<file path="config.mk">
export PLATFORM = sky130hd
export DESIGN_NAME = tape_word_assembler
export DESIGN_NICKNAME = d
export VERILOG_FILES = /design/src/rtl/tape_asm_pkg.sv /design/src/rtl/frame_filter.sv /design/src/rtl/chunk_accum.sv /design/src/rtl/word_hold.sv /design/src/rtl/tape_word_assembler.sv
export SDC_FILE = /design/constraint.sdc
export NUM_CORES = 1
export LEC_CHECK = 0
export CORE_MARGIN = 8
export CORE_UTILIZATION = 55
export CTS_CLUSTER_SIZE = 12
export DETAILED_ROUTE_END_ITERATION = 16
export DONT_BUFFER_PORTS = 1
export PLACE_DENSITY = 0.73
export SLEW_MARGIN = 30
export SYNTH_ARGS = -nofsm -noshare
export SYNTH_HDL_FRONTEND = slang
export SYNTH_HIERARCHICAL = 1
export SYNTH_SLANG_ARGS = --single-unit
</file>
<file path="constraint.sdc">
create_clock -name clk -period 1.9 [get_ports clk]
set_input_delay 0.095 -clock clk [delete_from_list [all_inputs] [get_ports clk]]
set_output_delay 0.095 -clock clk [all_outputs]
set_load 0.05 [all_outputs]
</file>
<file path="src/rtl/tape_asm_pkg.sv">
package tape_asm_pkg;
  localparam int FRAME_W_DEF = 8;
  localparam int CHUNK_W_DEF = 6;
  localparam int CHUNKS_DEF  = 3;
  localparam int MARK_BIT_DEF = 7;

  typedef enum logic [1:0] {
    END_NONE  = 2'd0,
    END_CLEAN = 2'd1,
    END_SHORT = 2'd2
  } end_kind_e;
endpackage

</file>
<file path="src/rtl/frame_filter.sv">
module frame_filter #(
  parameter int FRAME_W  = tape_asm_pkg::FRAME_W_DEF,
  parameter int CHUNK_W  = tape_asm_pkg::CHUNK_W_DEF,
  parameter int MARK_BIT = tape_asm_pkg::MARK_BIT_DEF
) (
  input  logic [FRAME_W-1:0] frame,
  input  logic               fire,
  output logic               keep,
  output logic [CHUNK_W-1:0] chunk
);
  function automatic logic [CHUNK_W-1:0] data_of(input logic [FRAME_W-1:0] f);
    return f[CHUNK_W-1:0];
  endfunction

  function automatic logic marked(input logic [FRAME_W-1:0] f);
    return f[MARK_BIT];
  endfunction

  assign keep  = fire && marked(frame);
  assign chunk = data_of(frame);
endmodule

</file>
<file path="src/rtl/chunk_accum.sv">
module chunk_accum
  import tape_asm_pkg::*;
#(
  parameter int CHUNK_W = CHUNK_W_DEF,
  parameter int CHUNKS  = CHUNKS_DEF,
  localparam int WORD_W = CHUNK_W * CHUNKS,
  localparam int CNT_W  = $clog2(CHUNKS + 1)
) (
  input  logic              clk,
  input  logic              rst_n,
  input  logic              push,
  input  logic [CHUNK_W-1:0] chunk,
  input  logic              flush,
  output logic              word_done,
  output logic [WORD_W-1:0] word,
  output end_kind_e         end_kind,
  output logic [CNT_W-1:0]  pending
);
  logic [WORD_W-1:0] acc_q;
  logic [CNT_W-1:0]  cnt_q;
  logic [WORD_W-1:0] acc_shifted;
  logic              last_chunk;

  function automatic logic [WORD_W-1:0] shift_in(input logic [WORD_W-1:0] a,
                                                 input logic [CHUNK_W-1:0] c);
    return {a[WORD_W-CHUNK_W-1:0], c};
  endfunction

  assign acc_shifted = shift_in(acc_q, chunk);
  assign last_chunk  = push && (cnt_q == CNT_W'(CHUNKS - 1));
  assign word_done   = last_chunk;
  assign word        = acc_shifted;
  assign pending     = cnt_q;

  always_comb begin
    end_kind = END_NONE;
    if (flush) begin
      if (!last_chunk && (push || cnt_q != '0)) end_kind = END_SHORT;
      else                                      end_kind = END_CLEAN;
    end
  end

  always_ff @(posedge clk) begin
    if (!rst_n || last_chunk || flush) begin
      acc_q <= '0;
      cnt_q <= '0;
    end else if (push) begin
      acc_q <= acc_shifted;
      cnt_q <= cnt_q + CNT_W'(1);
    end
  end

  assert_count_bound_R4: assert property (@(posedge clk) disable iff (!rst_n)
    cnt_q < CNT_W'(CHUNKS));

  assert_flush_clears_R10: assert property (@(posedge clk) disable iff (!rst_n)
    flush |=> cnt_q == '0);
endmodule

</file>
<file path="src/rtl/word_hold.sv">
module word_hold #(
  parameter int WORD_W = 18
) (
  input  logic              clk,
  input  logic              rst_n,
  input  logic              load,
  input  logic [WORD_W-1:0] data_in,
  input  logic              take,
  output logic              valid,
  output logic [WORD_W-1:0] data_out
);
  always_ff @(posedge clk) begin
    if (!rst_n) begin
      valid    <= 1'b0;
      data_out <= '0;
    end else if (load) begin
      valid    <= 1'b1;
      data_out <= data_in;
    end else if (take) begin
      valid <= 1'b0;
    end
  end

  assert_hold_stable_R5: assert property (@(posedge clk) disable iff (!rst_n)
    (valid && !take && !load) |=> (valid && $stable(data_out)));
endmodule

</file>
<file path="src/rtl/tape_word_assembler.sv">
module tape_word_assembler
  import tape_asm_pkg::*;
#(
  parameter int FRAME_W  = FRAME_W_DEF,
  parameter int CHUNK_W  = CHUNK_W_DEF,
  parameter int CHUNKS   = CHUNKS_DEF,
  parameter int MARK_BIT = MARK_BIT_DEF,
  localparam int WORD_W  = CHUNK_W * CHUNKS,
  localparam int CNT_W   = $clog2(CHUNKS + 1)
) (
  input  logic              clk,
  input  logic              rst_n,
  input  logic [FRAME_W-1:0] byte_in,
  input  logic              byte_valid,
  output logic              byte_ready,
  input  logic              stream_end,
  output logic [WORD_W-1:0] word_out,
  output logic              word_valid,
  input  logic              word_ready,
  output logic              short_err
);
  logic              frame_fire;
  logic              frame_keep;
  logic [CHUNK_W-1:0] frame_chunk;
  logic              word_done;
  logic [WORD_W-1:0] word_built;
  end_kind_e         end_kind;
  logic [CNT_W-1:0]  pending;
  logic              take_word;

  assign byte_ready = !word_valid;
  assign frame_fire = byte_valid && byte_ready;
  assign take_word  = word_valid && word_ready;

  frame_filter #(.FRAME_W(FRAME_W), .CHUNK_W(CHUNK_W), .MARK_BIT(MARK_BIT)) u_filter (
    .frame (byte_in),
    .fire  (frame_fire),
    .keep  (frame_keep),
    .chunk (frame_chunk)
  );

  chunk_accum #(.CHUNK_W(CHUNK_W), .CHUNKS(CHUNKS)) u_accum (
    .clk       (clk),
    .rst_n     (rst_n),
    .push      (frame_keep),
    .chunk     (frame_chunk),
    .flush     (stream_end),
    .word_done (word_done),
    .word      (word_built),
    .end_kind  (end_kind),
    .pending   (pending)
  );

  word_hold #(.WORD_W(WORD_W)) u_hold (
    .clk      (clk),
    .rst_n    (rst_n),
    .load     (word_done),
    .data_in  (word_built),
    .take     (take_word),
    .valid    (word_valid),
    .data_out (word_out)
  );

  always_ff @(posedge clk) begin
    if (!rst_n) short_err <= 1'b0;
    else        short_err <= (end_kind == END_SHORT);
  end

  assert_unmarked_ignored_R2: assert property (@(posedge clk) disable iff (!rst_n)
    (frame_fire && !byte_in[MARK_BIT] && !stream_end) |=> $stable(pending));

  assert_held_blocks_input_R6: assert property (@(posedge clk) disable iff (!rst_n)
    word_valid |-> pending == '0);

  assert_err_no_word_R7: assert property (@(posedge clk) disable iff (!rst_n)
    short_err |-> !word_valid);

  assert_err_pulse_R7: assert property (@(posedge clk) disable iff (!rst_n)
    (short_err && !stream_end) |=> !short_err);
endmodule

</file>
==> results of run 1 <==
state kept, by name (all words and copies together) (netlist names):
signal	cells
u_hold/data_out	18
u_accum/pending	2
short_err	1
u_accum/acc_q	12
u_hold/valid	1
final timing paths:
path / from / end / slack, ns
max: u_accum/pending[0] / u_hold/data_out[7] / 0.28
min: stream_end / short_err / 0.05
max reg2reg: u_accum/pending[0] / u_hold/data_out[7] / 0.28
min reg2reg: u_accum/acc_q[11] / u_accum/acc_q[11] / 0.48
layout make-up:
class,count,area [sq um]
Multi-Input combinational cell,92,753.2
Tap cell,31,38.79
Timing Repair Buffer,19,160.2
Sequential cell,34,681.9
Inverter,3,11.26
Clock buffer,8,78.83
Fill cell,246,1057
metrics by stage:
step | total power [mW] | hold WS (ns) | std cells | area, sq um
after CTS | 1.288 | 0.04463 | 187 | 1724
final | 1.277 | 0.04671 | 187 | 1724
after floorplan | 0.8136 | 0.2232 | 149 | 1624
after global routing | 1.339 | 0.03226 | 187 | 1724
after detailed placement | 0.7907 | 0.2229 | 172 | 1575
after global placement | 0.7890 | 0.2196 | 172 | 1575
layout by cell type, fill, tap and decap left out:
master         synthesis  final
clkbuf_8               0      3
ha_1                   3      3
mux2i_1               19     19
o21a_1                 1      1
dfxtp_1               34     33
a21oi_1                4      4
a21oi_2               10     10
buf_4                 12     12
and2_1                 4      4
nand3b_1               4      4
nand2b_2               1      1
and3b_1                1      1
or3b_1                 1      1
nor2b_1               21     21
nand2b_1              14     14
dlygate4sd3_1          0      7
inv_1                  3      3
nand3b_4               1      1
dfxtp_2                0      1
clkbuf_4               0      5
nand3b_2               8      8
logic make-up after synthesis:
kind of cell             after synthesis  synth area share [%]
AO/OA/AOI/OAI                         15                 7.093
adder cells (fa/ha/maj)                3                 2.313
buffers and inverters                 23                 11.64
flip-flops                            34                 41.94
multiplexers                          19                 11.72
AND/OR/NAND/NOR                       55                 25.29
metal layers:
| metal | global-route usage (%) | up-vias | share of wire [%] | routed length [microns] |
|---|---|---|---|---|
| met2 | 20.42 | 24 | 50 | 1449 |
| met4 | 4.688 | 0 | 1.2 | 34 |
| met3 | 6.073 | 4 | 7.4 | 213 |
| li1 | - | 489 | - | - |
| met5 | 0 | - | 0 | 0 |
| met1 | 12.04 | 452 | 41 | 1178 |
power by group:
group	total [mW]	switching (mW)	internal (mW)
Combinational	0.0710	0.0364	0.0346
Sequential	0.723	0.00637	0.717
Clock	0.482	0.229	0.253
==> run_results.csv, run 1 <==
group,metric,value,unit
layout,finish.utilization,61.99,%
detailed_routing,drt_pass1_iterations,4,
clock_tree,cts_buffers,5,
timing,rsz0062_at_grt,"false",
timing,tightestPinTransition,0.5802,ns
floorplan,die_area,4945,sq um
worst_setup_path,slowest_stage,"and2_1",
clock_tree,clock_latency,0.32,ns
grt,grt_pass1_vias,1013,
floorplan,num_rows,19,
outcome,outcome,"complete, no violations",
worst_setup_path,path_class,"reg2reg",
logic_synthesis,synthTopCellsByArea,"dfxtp_1 42%, mux2i_1 12%, nor2b_1 8.1%",
timing,max_slew_margin,61.19,%
timing,min_period,1.624,ns
worst_setup_path,r2r_cells,6,
clock_tree,postCtsSetupBuffers,0,
clock_tree,post_cts_resized,0,
timing,slew_viol_final,0,
logic_synthesis,synth_edf_count,0,
detailed_routing,drt_iter0_drc,38,
logic_synthesis,yosysSeqAreaShare,41.94,%
layout,n_antenna_cell,0,
floorplan,io_pins,34,
logic_synthesis,ys_warn_count,6,
power,leakage,0.5958,nW
hold_path,holdPathStages,2,
floorplan,chipWidth,70.32,microns
layout,fin_nets,171,
clock_tree,ctsHoldBuffers,7,
hold_path,min_path_type,"in2reg",
logic_synthesis,synth_most_common_cell,"dfxtp_1",
clock_tree,root_buffer,"clkbuf_4",
placement,place_hpwl,1.972,mm
logic_synthesis,async_reset_ff_share,0,%
logic_synthesis,yosysTopAreaCellShare,41.94,%
timing,finalCritPeriodShare,85.45,%
logic_synthesis,ys_seq_elements,34,
logic_synthesis,synthTopCellsByCount,"34 x dfxtp_1, 21 x nor2b_1, 19 x mux2i_1",
worst_setup_path,worstPathBufferInverterCount,2,
logic_synthesis,synthesis.nets,165,
worst_setup_path,critPathArrivalTime,1.84,ns
floorplan,die_y,70.32,microns
power,p_per_area,740.4,nW/um^2
worst_setup_path,cp_slowest_stage_delay,0.34,ns
detailed_routing,num_vias,969,
detailed_routing,drt-vias-per-instance,5.182,
worst_setup_path,cp_max_fo,8,
clock_tree,clk_pin_slew_worst_paths,0.10,ns
detailed_routing,drc,0,
grt,globalRouteOverflowTotal,0,
power,ir_drop,0.7059,mV
layout,synthToLayoutAreaGrowth,6.245,%
placement,dp_slack,0.3000,ns
clock_tree,ctsHtreeMaxLevel,2,
logic_synthesis,synthFlopType,"dfxtp_1",
logic_synthesis,syn_area,1623,sq um
placement,port_buffers,0,
timing,hold_viol_final,0,
logic_synthesis,netlist_instances,149,
timing,skew,0.005796,ns
grt,grt_max_degree,30,
grt,grt_usage,11.96,%
timing,setup_tns,0,ns
worst_setup_path,critical_path_required,2.12,ns
logic_synthesis,synthDistinctLibCells,21,
grt,antenna_found_initial,0,
worst_setup_path,crit_family,"simple AND/OR/NAND/NOR gates",
detailed_routing,routedWlPerCell,15.38,microns
detailed_routing,ant_nets,0,
worst_setup_path,worstPathCellList,"inv_1 -> ha_1 -> and2_1 -> buf_4 -> mux2i_1 -> nor2b_1",
logic_synthesis,syn_avg_cell_area,10.89,sq um
worst_setup_path,cp-start-kind,"flop",
worst_setup_path,path_depth,6,
clock_tree,clock_sink_count,34,
layout,drive_gt1_share,26.28,%
detailed_routing,wl,2.876,mm
floorplan,initial_utilization,58.34,%
timing,max_freq,616.0,MHz
job,drv_cap,0,
worst_setup_path,end_kind,"flop",
logic_synthesis,synth_area_leader_cell,"dfxtp_1",
grt,grt_first_pass_wirelength,4.830,mm
timing,worst_slack,0.2765,ns
timing,final-setup-viol-count,0,
placement,gp_congestion,0.6877,
floorplan,core,2781,sq um
clock_tree,clockBufferDepth,2,
clock_tree,cts_tree,"built",
No activity file was read; power rests on OpenSTA's default activity.
==> run 2, diff against run 1 <==
--- a/config.mk
+++ b/config.mk
@@ -7,10 +7,12 @@
 export LEC_CHECK = 0
 export CORE_MARGIN = 8
 export CORE_UTILIZATION = 55
+export CTS_BUF_LIST = sky130_fd_sc_hd__clkbuf_8
 export CTS_CLUSTER_SIZE = 12
 export DETAILED_ROUTE_END_ITERATION = 16
 export DONT_BUFFER_PORTS = 1
 export PLACE_DENSITY = 0.73
+export REMOVE_ABC_BUFFERS = 1
 export SLEW_MARGIN = 30
 export SYNTH_ARGS = -nofsm -noshare
 export SYNTH_HDL_FRONTEND = slang
==> run_results.csv, run 2 (synthesis results as in run 1) <==
group,metric,value,unit
outcome,outcome,"complete, no violations",
timing,tightestPinTransition,0.5744,ns
detailed_routing,num_vias,959,
grt,antenna_found_initial,0,
power,finalPower,1.327,mW
detailed_routing,dr_wl_met3,253,microns
detailed_routing,drt_iter0_drc,36,
detailed_routing,wl,2.826,mm
timing,final-setup-viol-count,0,
timing,min_period,1.509,ns
grt,grt_usage,12.22,%
detailed_routing,drc,0,
timing,hold_ws,0.02841,ns
floorplan,die_area,4945,sq um
layout,layout_commonest_cell,"dfxtp_1",
detailed_routing,drt_pass1_iterations,4,
detailed_routing,ant_nets,0,
layout,fillers,242,
timing,max_slew_margin,61.58,%
timing,slew_viol_final,0,
detailed_routing,wirelength_met1,1.096,mm
clock_tree,root_buffer,"clkbuf_8",
placement,port_buffers,0,
timing,setup_tns,0,ns
timing,skew,0.004200,ns
detailed_routing,top_layer_used,"met4",
timing,hold_viol_final,0,
power,leakage,0.5918,nW
worst_setup_path,end_kind,"flop",
layout,fin_cells,185,
clock_tree,postCtsSetupBuffers,0,
worst_setup_path,cp_max_fo,11,
detailed_routing,met2_length,1.433,mm
floorplan,io_pins,34,
placement,gp_congestion,0.6703,
grt,globalRouteOverflowTotal,0,
layout,fin_nets,169,
layout,n_antenna_cell,0,
layout,mostFrequentLayoutCells,"34 x dfxtp_1, 21 x nor2b_1, 19 x mux2i_1",
layout,synthToLayoutAreaGrowth,6.014,%
power,p_per_area,771.4,nW/um^2
clock_tree,clockBufferDepth,2,
worst_setup_path,critPathArrivalTime,1.68,ns
worst_setup_path,path_class,"reg2reg",
timing,max_freq,662.9,MHz
layout,regMostFlops,"u_hold/data_out",
power,ir_drop,0.6282,mV
clock_tree,cts_buffers,5,
hold_path,min_path_type,"in2reg",
clock_tree,post_cts_resized,0,
grt,grt_pass1_vias,1034,
floorplan,die_y,70.32,microns
floorplan,num_rows,19,
job,drv_cap,0,
floorplan,initial_utilization,58.34,%
floorplan,core,2781,sq um
layout,drive_gt1_share,24.03,%
clock_tree,ctsHtreeMaxLevel,2,
placement,dpl.cell_count,170,
layout,largest_reg_flops,18,
placement,dp_slack,0.3996,ns
clock_tree,cts_tree,"built",
grt,grt_max_degree,21,
timing,worst_slack,0.3914,ns
clock_tree,clock_latency,0.28,ns
layout,multi_input_area,753.2,sq um
worst_setup_path,critical_path_required,2.07,ns
worst_setup_path,cp-start-kind,"flop",
detailed_routing,drt-vias-per-instance,5.184,
timing,rsz0062_at_grt,"false",
clock_tree,clock_sink_count,34,
layout,seq_area,680.7,sq um
placement,place_hpwl,1.974,mm
floorplan,chipWidth,70.32,microns
grt,grt_first_pass_wirelength,4.850,mm
detailed_routing,routedWlPerCell,15.28,microns
timing,finalCritPeriodShare,79.40,%
clock_tree,clk_pin_slew_worst_paths,0.07,ns
## run 2: timing repair
action | 4_1_cts | 5_1_grt
hold endpoints to repair | 26 | 0
setup endpoints to repair | 0 | 0
hold buffers | 7 | 0
## run 2: report_power, final
part	switching, mW	internal [mW]	total [mW]
sequential	0.00645	0.717	0.724
combinational	0.0360	0.0359	0.0718
clock	0.245	0.286	0.531
## run 2: cell type report
| class | count | area share [%] |
|---|---|---|
| multi-input cells | 92 | 43.78 |
| flip-flops and latches | 34 | 39.56 |
| repair buffers | 17 | 8.436 |
| clock buffers | 6 | 4.800 |
| well taps | 31 | 2.255 |
| inverters | 3 | 0.6545 |
| clock inverters | 2 | 0.5091 |
## run 2: worst max-delay path, stage by stage, from the launching register on
cell and delay (ns):
dfxtp_1 0.32, inv_1 0.11, ha_1 0.29, and2_1 0.18, buf_4 0.22, mux2i_1 0.22, nor2b_1 0.06
## run 2: path summary, 6_finish.rpt
check | from | endpoint | slack, ns | cells after the start
worst min-delay path | byte_in[5] | u_hold/data_out[5] | 0.03 | 2
worst max-delay path | u_accum/pending[0] | u_hold/data_out[17] | 0.39 | 6
worst max register to register | u_accum/pending[0] | u_hold/data_out[17] | 0.39 | 6
worst min register to register | u_accum/acc_q[6] | u_accum/acc_q[6] | 0.48 | 2
## run 2: layer usage
| metal | vias up | GRT usage [%] |
|---|---|---|
| met2 | 24 | 21.63 |
| met5 | - | 0 |
| met1 | 441 | 11.05 |
| met4 | 0 | 4.018 |
| met3 | 5 | 7.768 |
| li1 | 489 | - |
## run 2: through the flow
step | cell area, sq um | utilization [%]
after floorplan | 1445 | -
after global placement | 1559 | 56.05
after detailed placement | 1559 | 56.05
final | 1720 | 61.85
after CTS | 1720 | 61.85
after global routing | 1720 | 61.85
